==> src/rtl/gpio_bank_pkg.sv <==
// Package: register offsets and shared constants for the GPIO bank.
// Assumes byte addressing with one 32-bit word per register.
package gpio_bank_pkg;
    localparam int DATA_W = 32;

    localparam logic [7:0] OFS_OUT    = 8'h00;
    localparam logic [7:0] OFS_IN     = 8'h04;
    localparam logic [7:0] OFS_DIR    = 8'h08;
    localparam logic [7:0] OFS_POL    = 8'h18;
    localparam logic [7:0] OFS_BOTH   = 8'h1C;
    localparam logic [7:0] OFS_CAP    = 8'h20;
    localparam logic [7:0] OFS_LVL    = 8'h2C;
    localparam logic [7:0] OFS_ENSET  = 8'h30;
    localparam logic [7:0] OFS_ENCLR  = 8'h34;
    localparam logic [7:0] OFS_OUTSET = 8'h40;
    localparam logic [7:0] OFS_OUTCLR = 8'h44;
    localparam logic [7:0] OFS_DIRSET = 8'h48;
    localparam logic [7:0] OFS_DIRCLR = 8'h4C;

    // Decoded write target, one-hot in practice
    typedef enum logic [3:0] {
        WT_NONE, WT_OUT, WT_DIR, WT_POL, WT_BOTH, WT_CAP, WT_LVL,
        WT_ENSET, WT_ENCLR, WT_OUTSET, WT_OUTCLR, WT_DIRSET, WT_DIRCLR
    } wr_tgt_e;
endpackage

==> src/rtl/gpio_in_sync.sv <==
// Module: multi-stage synchronizer for asynchronous pad inputs.
// Assumes each bit is independent; no bus coherence is promised across bits.
module gpio_in_sync #(
    parameter int W      = 32,
    parameter int STAGES = 2
) (
    input  logic         clk,
    input  logic         rst_n,
    input  logic [W-1:0] d,
    output logic [W-1:0] q
);
    logic [W-1:0] stage_q [STAGES];

    for (genvar g = 0; g < STAGES; g++) begin : g_stage
        if (g == 0) begin : g_first
            // First stage samples the raw pads
            always_ff @(posedge clk) begin
                if (!rst_n) stage_q[0] <= '0;
                else        stage_q[0] <= d;
            end
        end else begin : g_next
            // Later stages settle metastability
            always_ff @(posedge clk) begin
                if (!rst_n) stage_q[g] <= '0;
                else        stage_q[g] <= stage_q[g-1];
            end
        end
    end

    assign q = stage_q[STAGES-1];
endmodule

==> src/rtl/gpio_evt_detect.sv <==
// Module: per-pin event detection (edge or level, polarity, both-edge override).
// Assumes s is already synchronous; keeps one cycle of history for edges.
module gpio_evt_detect #(
    parameter int W = 32
) (
    input  logic         clk,
    input  logic         rst_n,
    input  logic [W-1:0] s,
    input  logic [W-1:0] lvl_sel,
    input  logic [W-1:0] neg_sel,
    input  logic [W-1:0] both_sel,
    output logic [W-1:0] evt
);
    logic [W-1:0] prev_q;

    // History of the synchronized inputs for edge comparison
    always_ff @(posedge clk) begin
        if (!rst_n) prev_q <= '0;
        else        prev_q <= s;
    end

    for (genvar p = 0; p < W; p++) begin : g_pin
        logic rise, fall, lvl_hit, edge_hit;
        // Per-pin event decode
        always_comb begin
            rise     = s[p] & ~prev_q[p];
            fall     = ~s[p] & prev_q[p];
            lvl_hit  = neg_sel[p] ? ~s[p] : s[p];
            edge_hit = both_sel[p] ? (rise | fall)
                                   : (neg_sel[p] ? fall : rise);
            evt[p]   = lvl_sel[p] ? lvl_hit : edge_hit;
        end
    end
endmodule

==> src/rtl/gpio_cap_mask.sv <==
// Module: pending-flag capture, interrupt enables and combined interrupt.
// Assumes a new event outranks a write-1-to-clear in the same cycle.
module gpio_cap_mask #(
    parameter int W = 32
) (
    input  logic         clk,
    input  logic         rst_n,
    input  logic [W-1:0] evt,
    input  logic         cap_clr_wr,
    input  logic         en_set_wr,
    input  logic         en_clr_wr,
    input  logic [W-1:0] wmask,
    output logic [W-1:0] cap_q,
    output logic [W-1:0] en_q,
    output logic         irq
);
    // Pending flags: clear by mask, then merge new events
    always_ff @(posedge clk) begin
        if (!rst_n) cap_q <= '0;
        else        cap_q <= (cap_q & ~(cap_clr_wr ? wmask : '0)) | evt;
    end

    // Enables via set/clear aliases only
    always_ff @(posedge clk) begin
        if (!rst_n)         en_q <= '0;
        else if (en_set_wr) en_q <= en_q | wmask;
        else if (en_clr_wr) en_q <= en_q & ~wmask;
    end

    assign irq = |(cap_q & en_q);
endmodule

==> src/rtl/gpio_irq_bank.sv <==
// Module: top of the GPIO bank; register file, write decode and read mux.
// Assumes NPIN <= 32 and a zero-wait-state bus with combinational reads.
module gpio_irq_bank
    import gpio_bank_pkg::*;
#(
    parameter int NPIN = 32,
    parameter int AW   = 8
) (
    input  logic              clk,
    input  logic              rst_n,
    input  logic [AW-1:0]     bus_addr,
    input  logic              bus_we,
    input  logic [31:0]       bus_wdata,
    output logic [31:0]       bus_rdata,
    input  logic [NPIN-1:0]   pad_in,
    output logic [NPIN-1:0]   pad_out,
    output logic [NPIN-1:0]   pad_oe,
    output logic              irq
);
    localparam int SYNC_STAGES = 2;

    logic [NPIN-1:0] wmask, in_s, evt, cap_q, en_q;
    logic [NPIN-1:0] out_q, dir_q, pol_q, both_q, lvl_q;
    wr_tgt_e         tgt;

    assign wmask = bus_wdata[NPIN-1:0];

    // Decode the address into a write target
    always_comb begin
        tgt = WT_NONE;
        if (bus_we) begin
            case (bus_addr)
                AW'(OFS_OUT):    tgt = WT_OUT;
                AW'(OFS_DIR):    tgt = WT_DIR;
                AW'(OFS_POL):    tgt = WT_POL;
                AW'(OFS_BOTH):   tgt = WT_BOTH;
                AW'(OFS_CAP):    tgt = WT_CAP;
                AW'(OFS_LVL):    tgt = WT_LVL;
                AW'(OFS_ENSET):  tgt = WT_ENSET;
                AW'(OFS_ENCLR):  tgt = WT_ENCLR;
                AW'(OFS_OUTSET): tgt = WT_OUTSET;
                AW'(OFS_OUTCLR): tgt = WT_OUTCLR;
                AW'(OFS_DIRSET): tgt = WT_DIRSET;
                AW'(OFS_DIRCLR): tgt = WT_DIRCLR;
                default:         tgt = WT_NONE;
            endcase
        end
    end

    // Output data with direct, set and clear access
    always_ff @(posedge clk) begin
        if (!rst_n) out_q <= '0;
        else case (tgt)
            WT_OUT:    out_q <= wmask;
            WT_OUTSET: out_q <= out_q | wmask;
            WT_OUTCLR: out_q <= out_q & ~wmask;
            default:   out_q <= out_q;
        endcase
    end

    // Direction with direct, set and clear access
    always_ff @(posedge clk) begin
        if (!rst_n) dir_q <= '0;
        else case (tgt)
            WT_DIR:    dir_q <= wmask;
            WT_DIRSET: dir_q <= dir_q | wmask;
            WT_DIRCLR: dir_q <= dir_q & ~wmask;
            default:   dir_q <= dir_q;
        endcase
    end

    // Interrupt shaping configuration
    always_ff @(posedge clk) begin
        if (!rst_n) begin
            pol_q  <= '0;
            both_q <= '0;
            lvl_q  <= '0;
        end else begin
            if (tgt == WT_POL)  pol_q  <= wmask;
            if (tgt == WT_BOTH) both_q <= wmask;
            if (tgt == WT_LVL)  lvl_q  <= wmask;
        end
    end

    gpio_in_sync #(.W(NPIN), .STAGES(SYNC_STAGES)) u_sync (
        .clk   (clk),
        .rst_n (rst_n),
        .d     (pad_in),
        .q     (in_s)
    );

    gpio_evt_detect #(.W(NPIN)) u_detect (
        .clk      (clk),
        .rst_n    (rst_n),
        .s        (in_s),
        .lvl_sel  (lvl_q),
        .neg_sel  (pol_q),
        .both_sel (both_q),
        .evt      (evt)
    );

    gpio_cap_mask #(.W(NPIN)) u_capmask (
        .clk        (clk),
        .rst_n      (rst_n),
        .evt        (evt),
        .cap_clr_wr (tgt == WT_CAP),
        .en_set_wr  (tgt == WT_ENSET),
        .en_clr_wr  (tgt == WT_ENCLR),
        .wmask      (wmask),
        .cap_q      (cap_q),
        .en_q       (en_q),
        .irq        (irq)
    );

    // Read mux; aliases and unmapped addresses return zero
    always_comb begin
        case (bus_addr)
            AW'(OFS_OUT):  bus_rdata = 32'(out_q);
            AW'(OFS_IN):   bus_rdata = 32'(in_s);
            AW'(OFS_DIR):  bus_rdata = 32'(dir_q);
            AW'(OFS_POL):  bus_rdata = 32'(pol_q);
            AW'(OFS_BOTH): bus_rdata = 32'(both_q);
            AW'(OFS_CAP):  bus_rdata = 32'(cap_q);
            AW'(OFS_LVL):  bus_rdata = 32'(lvl_q);
            default:       bus_rdata = '0;
        endcase
    end

    assign pad_out = out_q;
    assign pad_oe  = dir_q;
endmodule

==> config.mk <==
export PLATFORM = sky130hd
export DESIGN_NAME = gpio_irq_bank
export DESIGN_NICKNAME = d
export VERILOG_FILES = /design/src/rtl/gpio_bank_pkg.sv /design/src/rtl/gpio_in_sync.sv /design/src/rtl/gpio_evt_detect.sv /design/src/rtl/gpio_cap_mask.sv /design/src/rtl/gpio_irq_bank.sv
export SDC_FILE = /design/constraint.sdc
export NUM_CORES = 1
export LEC_CHECK = 0
export ABC_AREA = 1
export BUFFER_PORTS_ARGS = -buffer_cell sky130_fd_sc_hd__buf_2
export CAP_MARGIN = 20
export CORE_ASPECT_RATIO = 1.75
export CORE_MARGIN = 10
export CORE_UTILIZATION = 50
export CTS_CLUSTER_DIAMETER = 60
export DETAILED_ROUTE_END_ITERATION = 10
export PLACE_DENSITY_LB_ADDON = 0.12
export REMOVE_ABC_BUFFERS = 1
export SLEW_MARGIN = 10
export SYNTH_ARGS = -nofsm -noshare
export SYNTH_HDL_FRONTEND = slang
export SYNTH_SLANG_ARGS = --single-unit
==> constraint.sdc <==
create_clock -name clk -period 5.1 [get_ports clk]
set_input_delay 0.765 -clock clk [delete_from_list [all_inputs] [get_ports clk]]
set_output_delay 0.765 -clock clk [all_outputs]
set_load 0.005 [all_outputs]
# After elaboration in Yosys (flattened, before gate mapping)
# Memory sizes are Yosys's and may differ from the RTL's.
# Cells that the tools add are included.
classes:
  n_eq_ne: 24
  mux: 140
  bitwise_logic: 173
  n_reduce_logical: 5
op_table:
  columns: ["op", "count"]
  rows:
  - ["32-bit case mux with 7 select lines", 1]
  - ["32-bit case mux with 3 select lines", 2]
  - ["32-bit AND", 5]
  - ["32-bit two-way mux", 5]
  - ["1-bit two-way mux", 130]
  - ["32-bit bitwise OR", 4]
  - ["1-bit AND", 64]
  - ["1-bit inverter", 64]
  - ["32-bit inverter", 2]
  - ["4-bit case mux with 12 select lines", 1]
  - ["1-bit bitwise OR", 34]
  - ["8-bit by 6-bit equality test with 1-bit output, second input constant", 4]
  - ["8-bit by 7-bit equality test with 1-bit output, second input constant", 4]
  - ["32-bit OR reduction", 1]
  - ["4-bit equality test, second input constant", 5]
  - ["4-bit by 3-bit equality test with 1-bit output, second input constant", 4]
  - ["8-bit by 5-bit equality test with 1-bit output, second input constant", 2]
  - ["4-bit by 2-bit equality test with 1-bit output, second input constant", 2]
  - ["8-bit by 3-bit equality test with 1-bit output, second input constant", 1]
  - ["8-bit by 4-bit equality test with 1-bit output, second input constant", 1]
  - ["8-bit zero test", 1]
  - ["3-bit nonzero test", 2]
  - ["4-bit by 1-bit equality test with 1-bit output, second input constant", 1]
  - ["4-bit two-way mux", 1]
  - ["2-bit nonzero test", 1]
word_totals:
  ff_bits: 256
  ramBits: 64
  output_inout_bits: 97
  memories: 1
memory_table:
  columns: ["name", "words", "word_bits", "read_ports", "rd_ports_with_merged_regs", "write_ports", "line_no", "rtl"]
  rows:
  - ["u_sync.stage_q", 2, 32, 2, 0, 2, "gpio_in_sync.sv:12", "logic [W-1:0] stage_q [STAGES];"]

# Longest topological paths before layout
# Gate-level depths: netlist of the first run.
depth:
  ltp_word: 8
  mapped_depth: 15
  mapped_depth_nobuf: 14

# Modules after synthesis
# From an unflattened synthesis of the first run, not the netlist that was laid out.
hier_totals:
  cells_unflattened: 2248
  area_unflattened_um2: 15603.7
by_module_without_submodules:
  columns: ["module", "instances", "cells_per_inst", "area_per_inst_um2"]
  rows:
  - ["gpio_irq_bank", 1, 1101, 7746.2]
  - ["gpio_evt_detect", 1, 579, 3397.0]
  - ["gpio_cap_mask", 1, 369, 2620.0]
  - ["gpio_in_sync", 1, 199, 1840.5]

# Worst setup path before layout of the first run
# OpenSTA, ideal clock, no wires.
synth_path:
  path_type: "input port to output port"
  start: "in bus_addr[0]"
  end: "out bus_rdata[15]"
  arrival_ns: 1.836
  slack_ns: 2.499
  cell_stages: 8
  path_buffers: 1
  path_cell_list: "inv_1 nand2_1 nor2_1 nand2_2 inv_1 clkbuf_1 a221oi_1 nand2_1"
synth_between:
  elab_chain_len: 2
  word_cells_on_any_way: 8
synth_rtl:
  columns: ["element", "line_no", "rtl"]
  rows:
  - ["start, declared", "gpio_irq_bank.sv:11", "input logic [AW-1:0] bus_addr,"]
  - ["8-bit by 6-bit equality test with 1-bit output (tied with other cells)", "gpio_irq_bank.sv:117", "case (bus_addr)"]
  - ["32-bit case mux with 7 select lines *", "gpio_irq_bank.sv:117", null]
  - ["end, declared", "gpio_irq_bank.sv:14", "output logic [31:0] bus_rdata,"]
# Mark *: on every way between the ends. The rest lies on a longest branch, timed or not.

# Worst setup path in the final report of the first run
layout_path:
  start: "in bus_addr[4]"
  end: "out bus_rdata[31]"
# Same word-level chain as after synthesis.

==> results of run 1 <==
==> flip-flops by register name, summed over array words and instances (netlist names), named ones only <==
signal,flops
pad_oe,32
u_capmask.cap_q,32
pad_out,32
u_sync.stage_q,64
both_q,32
lvl_q,32
u_detect.prev_q,32
pol_q,32
==> layer usage <==
metal | routed length [um] | share of wire [%] | GRT usage (%)
met4 | 1810 | 3.7 | 10.4
met2 | 24400 | 49 | 44.2
met5 | 18 | 0.037 | 0
met3 | 3200 | 6.5 | 3.64
met1 | 19800 | 40 | 29.8
==> cells by family (layout without fill, tap and decap cells) <==
| kind of cell | count (synthesis) | in the layout | synth area share (%) |
|---|---|---|---|
| XOR/XNOR | 11 | 11 | 0.639 |
| AO/OA/AOI/OAI | 590 | 590 | 22.4 |
| other | 0 | 3 | 0 |
| adder cells (fa/ha/maj) | 64 | 64 | 5.31 |
| AND/OR/NAND/NOR | 660 | 660 | 18.4 |
| flip-flops | 320 | 320 | 42.5 |
| buffers and inverters | 406 | 547 | 10.8 |
==> metrics by stage <==
stage / instance area [um2] / instances / total power (uW)
6_report: 17100 / 2582 / 5060
3_5_place_dp: 16200 / 2525 / 2910
3_3_place_gp: 16200 / 2525 / 2910
2_1_floorplan: 14600 / 1944 / 2770
4_1_cts: 17100 / 2578 / 5090
5_1_grt: 17100 / 2580 / 5230
==> final cells by class <==
cell class	count	area share, %
Multi-Input combinational cell	1325	41.3
Sequential cell	320	37.4
Inverter	299	6.57
Timing Repair Buffer	195	6.45
Clock buffer	48	5.31
Tap cell	387	2.83
Clock inverter	5	0.168
Antenna cell	3	0.0438
==> cells in the mapped netlist (5+ instances only) <==
library cell,count,area [um2]
nand2_1,464,1740
dfxtp_1,320,6410
inv_1,292,1100
a21oi_1,271,1360
o21ai_0,186,931
nand3_1,121,606
clkbuf_1,80,300
ha_1,64,801
a221oi_1,59,517
nor2_1,44,165
o211ai_1,16,120
o22ai_1,15,93.8
buf_2,14,70.1
a32oi_1,12,105
a22oi_1,11,82.6
xor2_1,11,96.3
buf_6,9,101
o2111ai_1,9,78.8
nand2_2,7,43.8
nand3_2,7,70.1
nor2_2,7,43.8
inv_2,5,18.8
==> where the power goes <==
part	switching, uW	total [uW]	leakage, uW	internal (uW)
combinational	184	273	0.00435	88.3
sequential	38.8	2590	0.00260	2550
clock	980	2190	0.000464	1210
==> worst max-delay path by stage <==
stage	startpoint	to	slack [ps]	cells after the start
floorplan	bus_addr[1]	pad_oe[0]	1200	10
detailed placement	bus_addr[7]	pad_oe[16]	1330	12
finish	bus_addr[4]	bus_rdata[31]	1550	10
CTS	bus_addr[4]	bus_rdata[31]	1550	10
global placement	bus_addr[7]	pad_oe[8]	1440	12
global route	bus_addr[4]	bus_rdata[31]	1450	10
==> worst max-delay path, stage by stage <==
cell	delay, ps
buf_2	130
nor2_1	70
nand2_1	220
inv_1	90
nand2_2	510
buf_4	310
nor2_1	50
a221oi_1	270
o211ai_1	190
buf_2	170
==> report_table.html, run 1 <==
<table>
<tr><th>Metric</th><th>Value</th></tr>
<tr><th colspan="2">Clocking</th></tr>
<tr><td>CTS tree</td><td>built</td></tr>
<tr><td>Quantity of gates resized following cts</td><td>0</td></tr>
<tr><td>Count of H-tree levels built during CTS</td><td>1</td></tr>
<tr><td>Number of setup buffers added after CTS</td><td>0</td></tr>
<tr><td>Bufs on Longest Clock Path</td><td>3</td></tr>
<tr><td>Clock latency of the later-clocked register in the worst-skew pair</td><td>570 ps</td></tr>
<tr><td>Number of clock sinks seen by CTS</td><td>320</td></tr>
<tr><td>Total of hold buffers inserted after clock tree synthesis</td><td>0</td></tr>
<tr><td>Number of clock buffers inserted by TritonCTS</td><td>31</td></tr>
<tr><td>Clock transition time at the flip-flop clock pins of the worst setup and hold paths</td><td>70 ps</td></tr>
<tr><td>Clock root buffer</td><td>clkbuf_16</td></tr>
<tr><th colspan="2">Synthesis</th></tr>
<tr><td>Commonest register cell after synthesis</td><td>dfxtp_1</td></tr>
<tr><td>Post-synthesis cell count</td><td>2051</td></tr>
<tr><td>Sequential fraction of the synthesis area</td><td>42.5%</td></tr>
<tr><td>Count of yosys warnings during synthesis</td><td>0</td></tr>
<tr><td>Count of flip-flops with a built-in enable after synthesis</td><td>0</td></tr>
<tr><td>Register bit count reported by yosys</td><td>320</td></tr>
<tr><td>Mean Syn Cell Area</td><td>7.35 um2</td></tr>
<tr><td>Share of flip-flops with an asynchronous set or reset</td><td>0%</td></tr>
<tr><td>Cell area after synthesis</td><td>0.0151 mm2</td></tr>
<tr><td>Netlist cell types</td><td>36</td></tr>
<tr><th colspan="2">Status</th></tr>
<tr><td>Outcome</td><td>completed</td></tr>
<tr><th colspan="2">Setup path</th></tr>
<tr><td>Depth of the worst register-to-register path</td><td>5</td></tr>
<tr><td>Data required time at the worst endpoint</td><td>4340 ps</td></tr>
<tr><td>CP endpoint kind</td><td>primary output</td></tr>
<tr><td>Max FO, Critical Path</td><td>17</td></tr>
<tr><td>Worst R2R Setup Slack</td><td>3810 ps</td></tr>
<tr><td>Startpoint-to-endpoint class of the critical path</td><td>primary input to primary output</td></tr>
<tr><td>Launching point of the worst reg2reg path</td><td>u_sync.stage_q[1][30]</td></tr>
<tr><td>Critical path launch point type</td><td>primary input</td></tr>
<tr><td>Destination of the worst register-to-register timing path</td><td>u_capmask.cap_q[30]</td></tr>
<tr><td>Endpoint arrival time on the critical path</td><td>2790 ps</td></tr>
<tr><th colspan="2">Drt</th></tr>
<tr><td>Vias after detailed routing</td><td>14.5k</td></tr>
<tr><td>Post-detailed-route count of antenna-violating nets</td><td>0</td></tr>
<tr><td>Via-to-Cell Ratio</td><td>5.60</td></tr>
<tr><td>Wire length after detailed routing</td><td>49300 um</td></tr>
<tr><td>Detailed Route Iter0 Violations</td><td>1051</td></tr>
<tr><td>Post-detailed-route wirelength per cell</td><td>19.1 um</td></tr>
<tr><td># DRC</td><td>0</td></tr>
<tr><td>TritonRoute pass-1 iters</td><td>9</td></tr>
<tr><th colspan="2">Cells and area</th></tr>
<tr><td>Utilization after layout</td><td>57.2%</td></tr>
<tr><td>Count of fill cells added during filler insertion</td><td>2898</td></tr>
<tr><td>Most common library cell in the layout ignoring fill and taps</td><td>nand2_1</td></tr>
<tr><td>Commonest non-fill, non-tap cells in the layout</td><td>nand2_1, dfxtp_1, inv_1, a21oi_1, o21ai_0</td></tr>
<tr><td>Share of cells above drive strength 1</td><td>12.8%</td></tr>
<tr><td>Layout-stage area growth over the synthesis result</td><td>13.8%</td></tr>
<tr><td>Net count, final</td><td>2311</td></tr>
<tr><td>Multi-input logic area</td><td>0.00707 mm2</td></tr>
<tr><td>Sequential cell area</td><td>0.00641 mm2</td></tr>
<tr><th colspan="2">Timing</th></tr>
<tr><td>Worst slew slack as a fraction of its limit</td><td>30.6%</td></tr>
<tr><td>Slew at the pin with the worst max-slew slack</td><td>1040 ps</td></tr>
<tr><td>Worst path setup slack after routing</td><td>1550 ps</td></tr>
<tr><td>Maximum frequency from static timing analysis</td><td>282 MHz</td></tr>
<tr><td>Worst clock skew on the final layout</td><td>11.2 ps</td></tr>
<tr><td>RSZ-0062 raised after global routing</td><td>false</td></tr>
<tr><td>Hold Fails Final Rpt</td><td>0</td></tr>
<tr><td>Worst hold margin</td><td>368 ps</td></tr>
<tr><td>Sum of negative setup slack</td><td>0 ps</td></tr>
<tr><td>Setup violators final</td><td>0</td></tr>
<tr><td>Tmin final</td><td>3550 ps</td></tr>
<tr><td>Final worst path period share</td><td>69.6%</td></tr>
<tr><td>Max-slew violation count</td><td>0</td></tr>
<tr><th colspan="2">Die</th></tr>
<tr><td>Num ports</td><td>172</td></tr>
<tr><td>Total Die Area</td><td>0.0378 mm2</td></tr>
<tr><td>Row cnt</td><td>84</td></tr>
<tr><td>Starting Density</td><td>50.3%</td></tr>
<tr><td>Die Height</td><td>250 um</td></tr>
<tr><td>Chip width</td><td>151 um</td></tr>
<tr><td>Core area</td><td>0.0300 mm2</td></tr>
<tr><th colspan="2">Flow run</th></tr>
<tr><td>Count of maximum capacitance violations</td><td>0</td></tr>
<tr><th colspan="2">Global route</th></tr>
<tr><td>Remaining Overflow, GRT</td><td>0</td></tr>
<tr><td>Number of global-route vias before repair</td><td>14.1k</td></tr>
<tr><td>Antenna violations before repair</td><td>2</td></tr>
<tr><td>Aggregate global-route resource usage</td><td>25.3%</td></tr>
<tr><td>Largest net degree at the start of global routing</td><td>139</td></tr>
<tr><td>Wire length of the first global-routing pass</td><td>76800 um</td></tr>
<tr><th colspan="2">Place</th></tr>
<tr><td>Worst Setup Slack post-DPL</td><td>1330 ps</td></tr>
<tr><td>Global placement routability congestion</td><td>0.921</td></tr>
<tr><td>Post-detail-place hpwl</td><td>32000 um</td></tr>
<tr><td>Count of port buffers added during placement</td><td>171</td></tr>
<tr><th colspan="2">Hold path</th></tr>
<tr><td>Path category of the worst min-delay check</td><td>primary input to flip-flop</td></tr>
<tr><td>Min-Delay Path Depth</td><td>3</td></tr>
<tr><td>Beginning of the worst hold path</td><td>pad_in[14]</td></tr>
<tr><td>WHS Endpoint</td><td>u_sync.stage_q[0][14]</td></tr>
<tr><th colspan="2">Pwr</th></tr>
<tr><td>Static power due to leakage</td><td>0.00742 uW</td></tr>
<tr><td>Peak VDD IR</td><td>285 uV</td></tr>
<tr><td>Power density relative to cell area</td><td>295 mW/mm2</td></tr>
</table>
(Power assumes the default switching activity.)
==> run 2: changes to the inputs <==
==> constraint.sdc (replaced) <==
create_clock -name clk -period 3 [get_ports clk]
set_input_delay 0.45 -clock clk [delete_from_list [all_inputs] [get_ports clk]]
set_output_delay 0.45 -clock clk [all_outputs]
set_load 0.005 [all_outputs]
==> run 2 against run 1 <==
Compared with the run above: worst hold slack worse by 320 ps; design area rose by 1.8%; worst setup slack got worse by 1300 ps; largest power group unchanged.
==> report_table.html, run 2 (synthesized netlist as in run 1, its figures left out) <==
<table>
<tr><th>Metric</th><th>Value</th></tr>
<tr><th colspan="2">Cells and area</th></tr>
<tr><td>Net count, final</td><td>2332</td></tr>
<tr><td>Share of cells above drive strength 1</td><td>13.9%</td></tr>
<tr><td>Most common library cell in the layout ignoring fill and taps</td><td>nand2_1</td></tr>
<tr><td>Commonest non-fill, non-tap cells in the layout</td><td>nand2_1, dfxtp_1, inv_1, a21oi_1, o21ai_0</td></tr>
<tr><td>Number of antenna cells inserted</td><td>0</td></tr>
<tr><td>Non-filler instance count after layout</td><td>2603</td></tr>
<tr><td>Largest Register</td><td>u_sync.stage_q</td></tr>
<tr><td>Flip-flop count of the largest register after layout</td><td>64</td></tr>
<tr><td>Layout-stage area growth over the synthesis result</td><td>15.8%</td></tr>
<tr><th colspan="2">Timing</th></tr>
<tr><td>Final worst path period share</td><td>91.7%</td></tr>
<tr><td>Worst slew slack as a fraction of its limit</td><td>47.6%</td></tr>
<tr><td>RSZ-0062 raised after global routing</td><td>false</td></tr>
<tr><td>Tmin final</td><td>2750 ps</td></tr>
<tr><td>Worst path setup slack after routing</td><td>250 ps</td></tr>
<tr><td>Worst clock skew on the final layout</td><td>13.6 ps</td></tr>
<tr><td>Setup violators final</td><td>0</td></tr>
<tr><td>Maximum frequency from static timing analysis</td><td>364 MHz</td></tr>
<tr><td>Slew at the pin with the worst max-slew slack</td><td>786 ps</td></tr>
<tr><td>Max-slew violation count</td><td>0</td></tr>
<tr><td>Hold Fails Final Rpt</td><td>0</td></tr>
<tr><th colspan="2">Clocking</th></tr>
<tr><td>Clock transition time at the flip-flop clock pins of the worst setup and hold paths</td><td>70 ps</td></tr>
<tr><td>Clock latency of the later-clocked register in the worst-skew pair</td><td>580 ps</td></tr>
<tr><td>Count of H-tree levels built during CTS</td><td>1</td></tr>
<tr><td>Clock root buffer</td><td>clkbuf_16</td></tr>
<tr><td>Total of hold buffers inserted after clock tree synthesis</td><td>0</td></tr>
<tr><td>Bufs on Longest Clock Path</td><td>3</td></tr>
<tr><td>CTS tree</td><td>built</td></tr>
<tr><td>Number of clock sinks seen by CTS</td><td>320</td></tr>
<tr><td>Number of setup buffers added after CTS</td><td>0</td></tr>
<tr><td>Quantity of gates resized following cts</td><td>0</td></tr>
<tr><td>Number of clock buffers inserted by TritonCTS</td><td>31</td></tr>
<tr><th colspan="2">Drt</th></tr>
<tr><td># DRC</td><td>0</td></tr>
<tr><td>Post-detailed-route wirelength per cell</td><td>18.8 um</td></tr>
<tr><td>Via-to-Cell Ratio</td><td>5.65</td></tr>
<tr><td>Vias after detailed routing</td><td>14.7k</td></tr>
<tr><td>TritonRoute pass-1 iters</td><td>8</td></tr>
<tr><td>Detailed Route Iter0 Violations</td><td>1300</td></tr>
<tr><td>Wire length after detailed routing</td><td>49000 um</td></tr>
<tr><td>Post-detailed-route count of antenna-violating nets</td><td>0</td></tr>
<tr><th colspan="2">Die</th></tr>
<tr><td>Core area</td><td>0.0300 mm2</td></tr>
<tr><td>Row cnt</td><td>84</td></tr>
<tr><td>Total Die Area</td><td>0.0378 mm2</td></tr>
<tr><td>Chip width</td><td>151 um</td></tr>
<tr><td>Die Height</td><td>250 um</td></tr>
<tr><td>Starting Density</td><td>50.3%</td></tr>
<tr><td>Num ports</td><td>172</td></tr>
<tr><th colspan="2">Place</th></tr>
<tr><td>Post-detail-place hpwl</td><td>33200 um</td></tr>
<tr><td>Global placement routability congestion</td><td>0.934</td></tr>
<tr><td>Cell total after placement</td><td>2547</td></tr>
<tr><td>Worst Setup Slack post-DPL</td><td>453 ps</td></tr>
<tr><td>Count of port buffers added during placement</td><td>171</td></tr>
<tr><th colspan="2">Pwr</th></tr>
<tr><td>Static power due to leakage</td><td>0.00759 uW</td></tr>
<tr><td>Total power of the final layout</td><td>8990 uW</td></tr>
<tr><td>Peak VDD IR</td><td>417 uV</td></tr>
<tr><td>Power density relative to cell area</td><td>516 mW/mm2</td></tr>
<tr><th colspan="2">Setup path</th></tr>
<tr><td>Startpoint-to-endpoint class of the critical path</td><td>flip-flop to primary output</td></tr>
<tr><td>Critical path launch point type</td><td>flip-flop</td></tr>
<tr><td>Critical-path top delay cell</td><td>a221oi_1</td></tr>
<tr><td>Max FO, Critical Path</td><td>3</td></tr>
<tr><td>Data required time at the worst endpoint</td><td>2550 ps</td></tr>
<tr><td>Critical path's largest stage delay</td><td>560 ps</td></tr>
<tr><td>CP endpoint kind</td><td>primary output</td></tr>
<tr><td>Worst path cell trace</td><td>a22o_1, a221oi_1, nand4_1, or2_2, buf_2</td></tr>
<tr><td>Endpoint arrival time on the critical path</td><td>2300 ps</td></tr>
<tr><th colspan="2">Global route</th></tr>
<tr><td>Antenna violations before repair</td><td>0</td></tr>
<tr><td>Number of global-route vias before repair</td><td>14.2k</td></tr>
<tr><td>Aggregate global-route resource usage</td><td>25.2%</td></tr>
<tr><td>Remaining Overflow, GRT</td><td>0</td></tr>
<tr><td>Largest net degree at the start of global routing</td><td>76</td></tr>
<tr><td>Wire length of the first global-routing pass</td><td>76800 um</td></tr>
<tr><th colspan="2">Hold path</th></tr>
<tr><td>Path category of the worst min-delay check</td><td>primary input to flip-flop</td></tr>
<tr><th colspan="2">Flow run</th></tr>
<tr><td>Count of maximum capacitance violations</td><td>0</td></tr>
<tr><th colspan="2">Status</th></tr>
<tr><td>Outcome</td><td>completed</td></tr>
</table>
run 2: path summary, 6_finish.rpt:
kind / slack [ps] / endpoint / start / depth (start not counted)
worst max-delay path: 250 / irq / u_capmask.cap_q[20] / 5
worst min-delay path: 50 / u_sync.stage_q[0][23] / pad_in[23] / 3
worst max register to register: 1670 / u_capmask.cap_q[2] / u_sync.stage_q[1][2] / 5
worst min register to register: 410 / u_sync.stage_q[1][18] / u_sync.stage_q[0][18] / 2
run 2: where the power goes:
part / internal [uW] / total (uW) / switching, uW
registers: 4340 / 4410 / 66.8
logic: 152 / 471 / 318
clock network: 2390 / 4120 / 1730
total: 6880 / 8990 / 2120
run 2: critical path, delay by kind of cell, from the launching register on:
kind / cells / cell delay (ps)
simple gates: 2 / 480
compound gates: 2 / 780
buf+inv: 1 / 140
flops: 1 / 320
run 2: stage by stage:
stage          TNS [ps]  area [um2]  hold slack [ps]  utilization [%]
2_1_floorplan    -60670       14600              390                -
3_3_place_gp          0       16400              393             54.7
3_5_place_dp          0       16400              396             54.7
4_1_cts               0       17400             38.6             58.2
5_1_grt               0       17400             43.1             58.2
6_report              0       17400             52.0             58.2
run 2: routing by layer:
layer  vias to the layer above  track usage [%]  wire length, um
met1                      6927             30.4            19200
met3                        95             3.48             3730
met4                         0             9.27             1600
met5                         -                0                0
met2                       608             43.8            24500
li1                       7071                -                -
run 2: final cells by class:
class	instances	area (um2)
clock buffer	42	877
clock inverter	14	179
fill	2835	12500
inverter	299	1130
multi-input combinational	1325	7070
sequential	320	6410
tap	387	484
timing repair buffer	216	1300
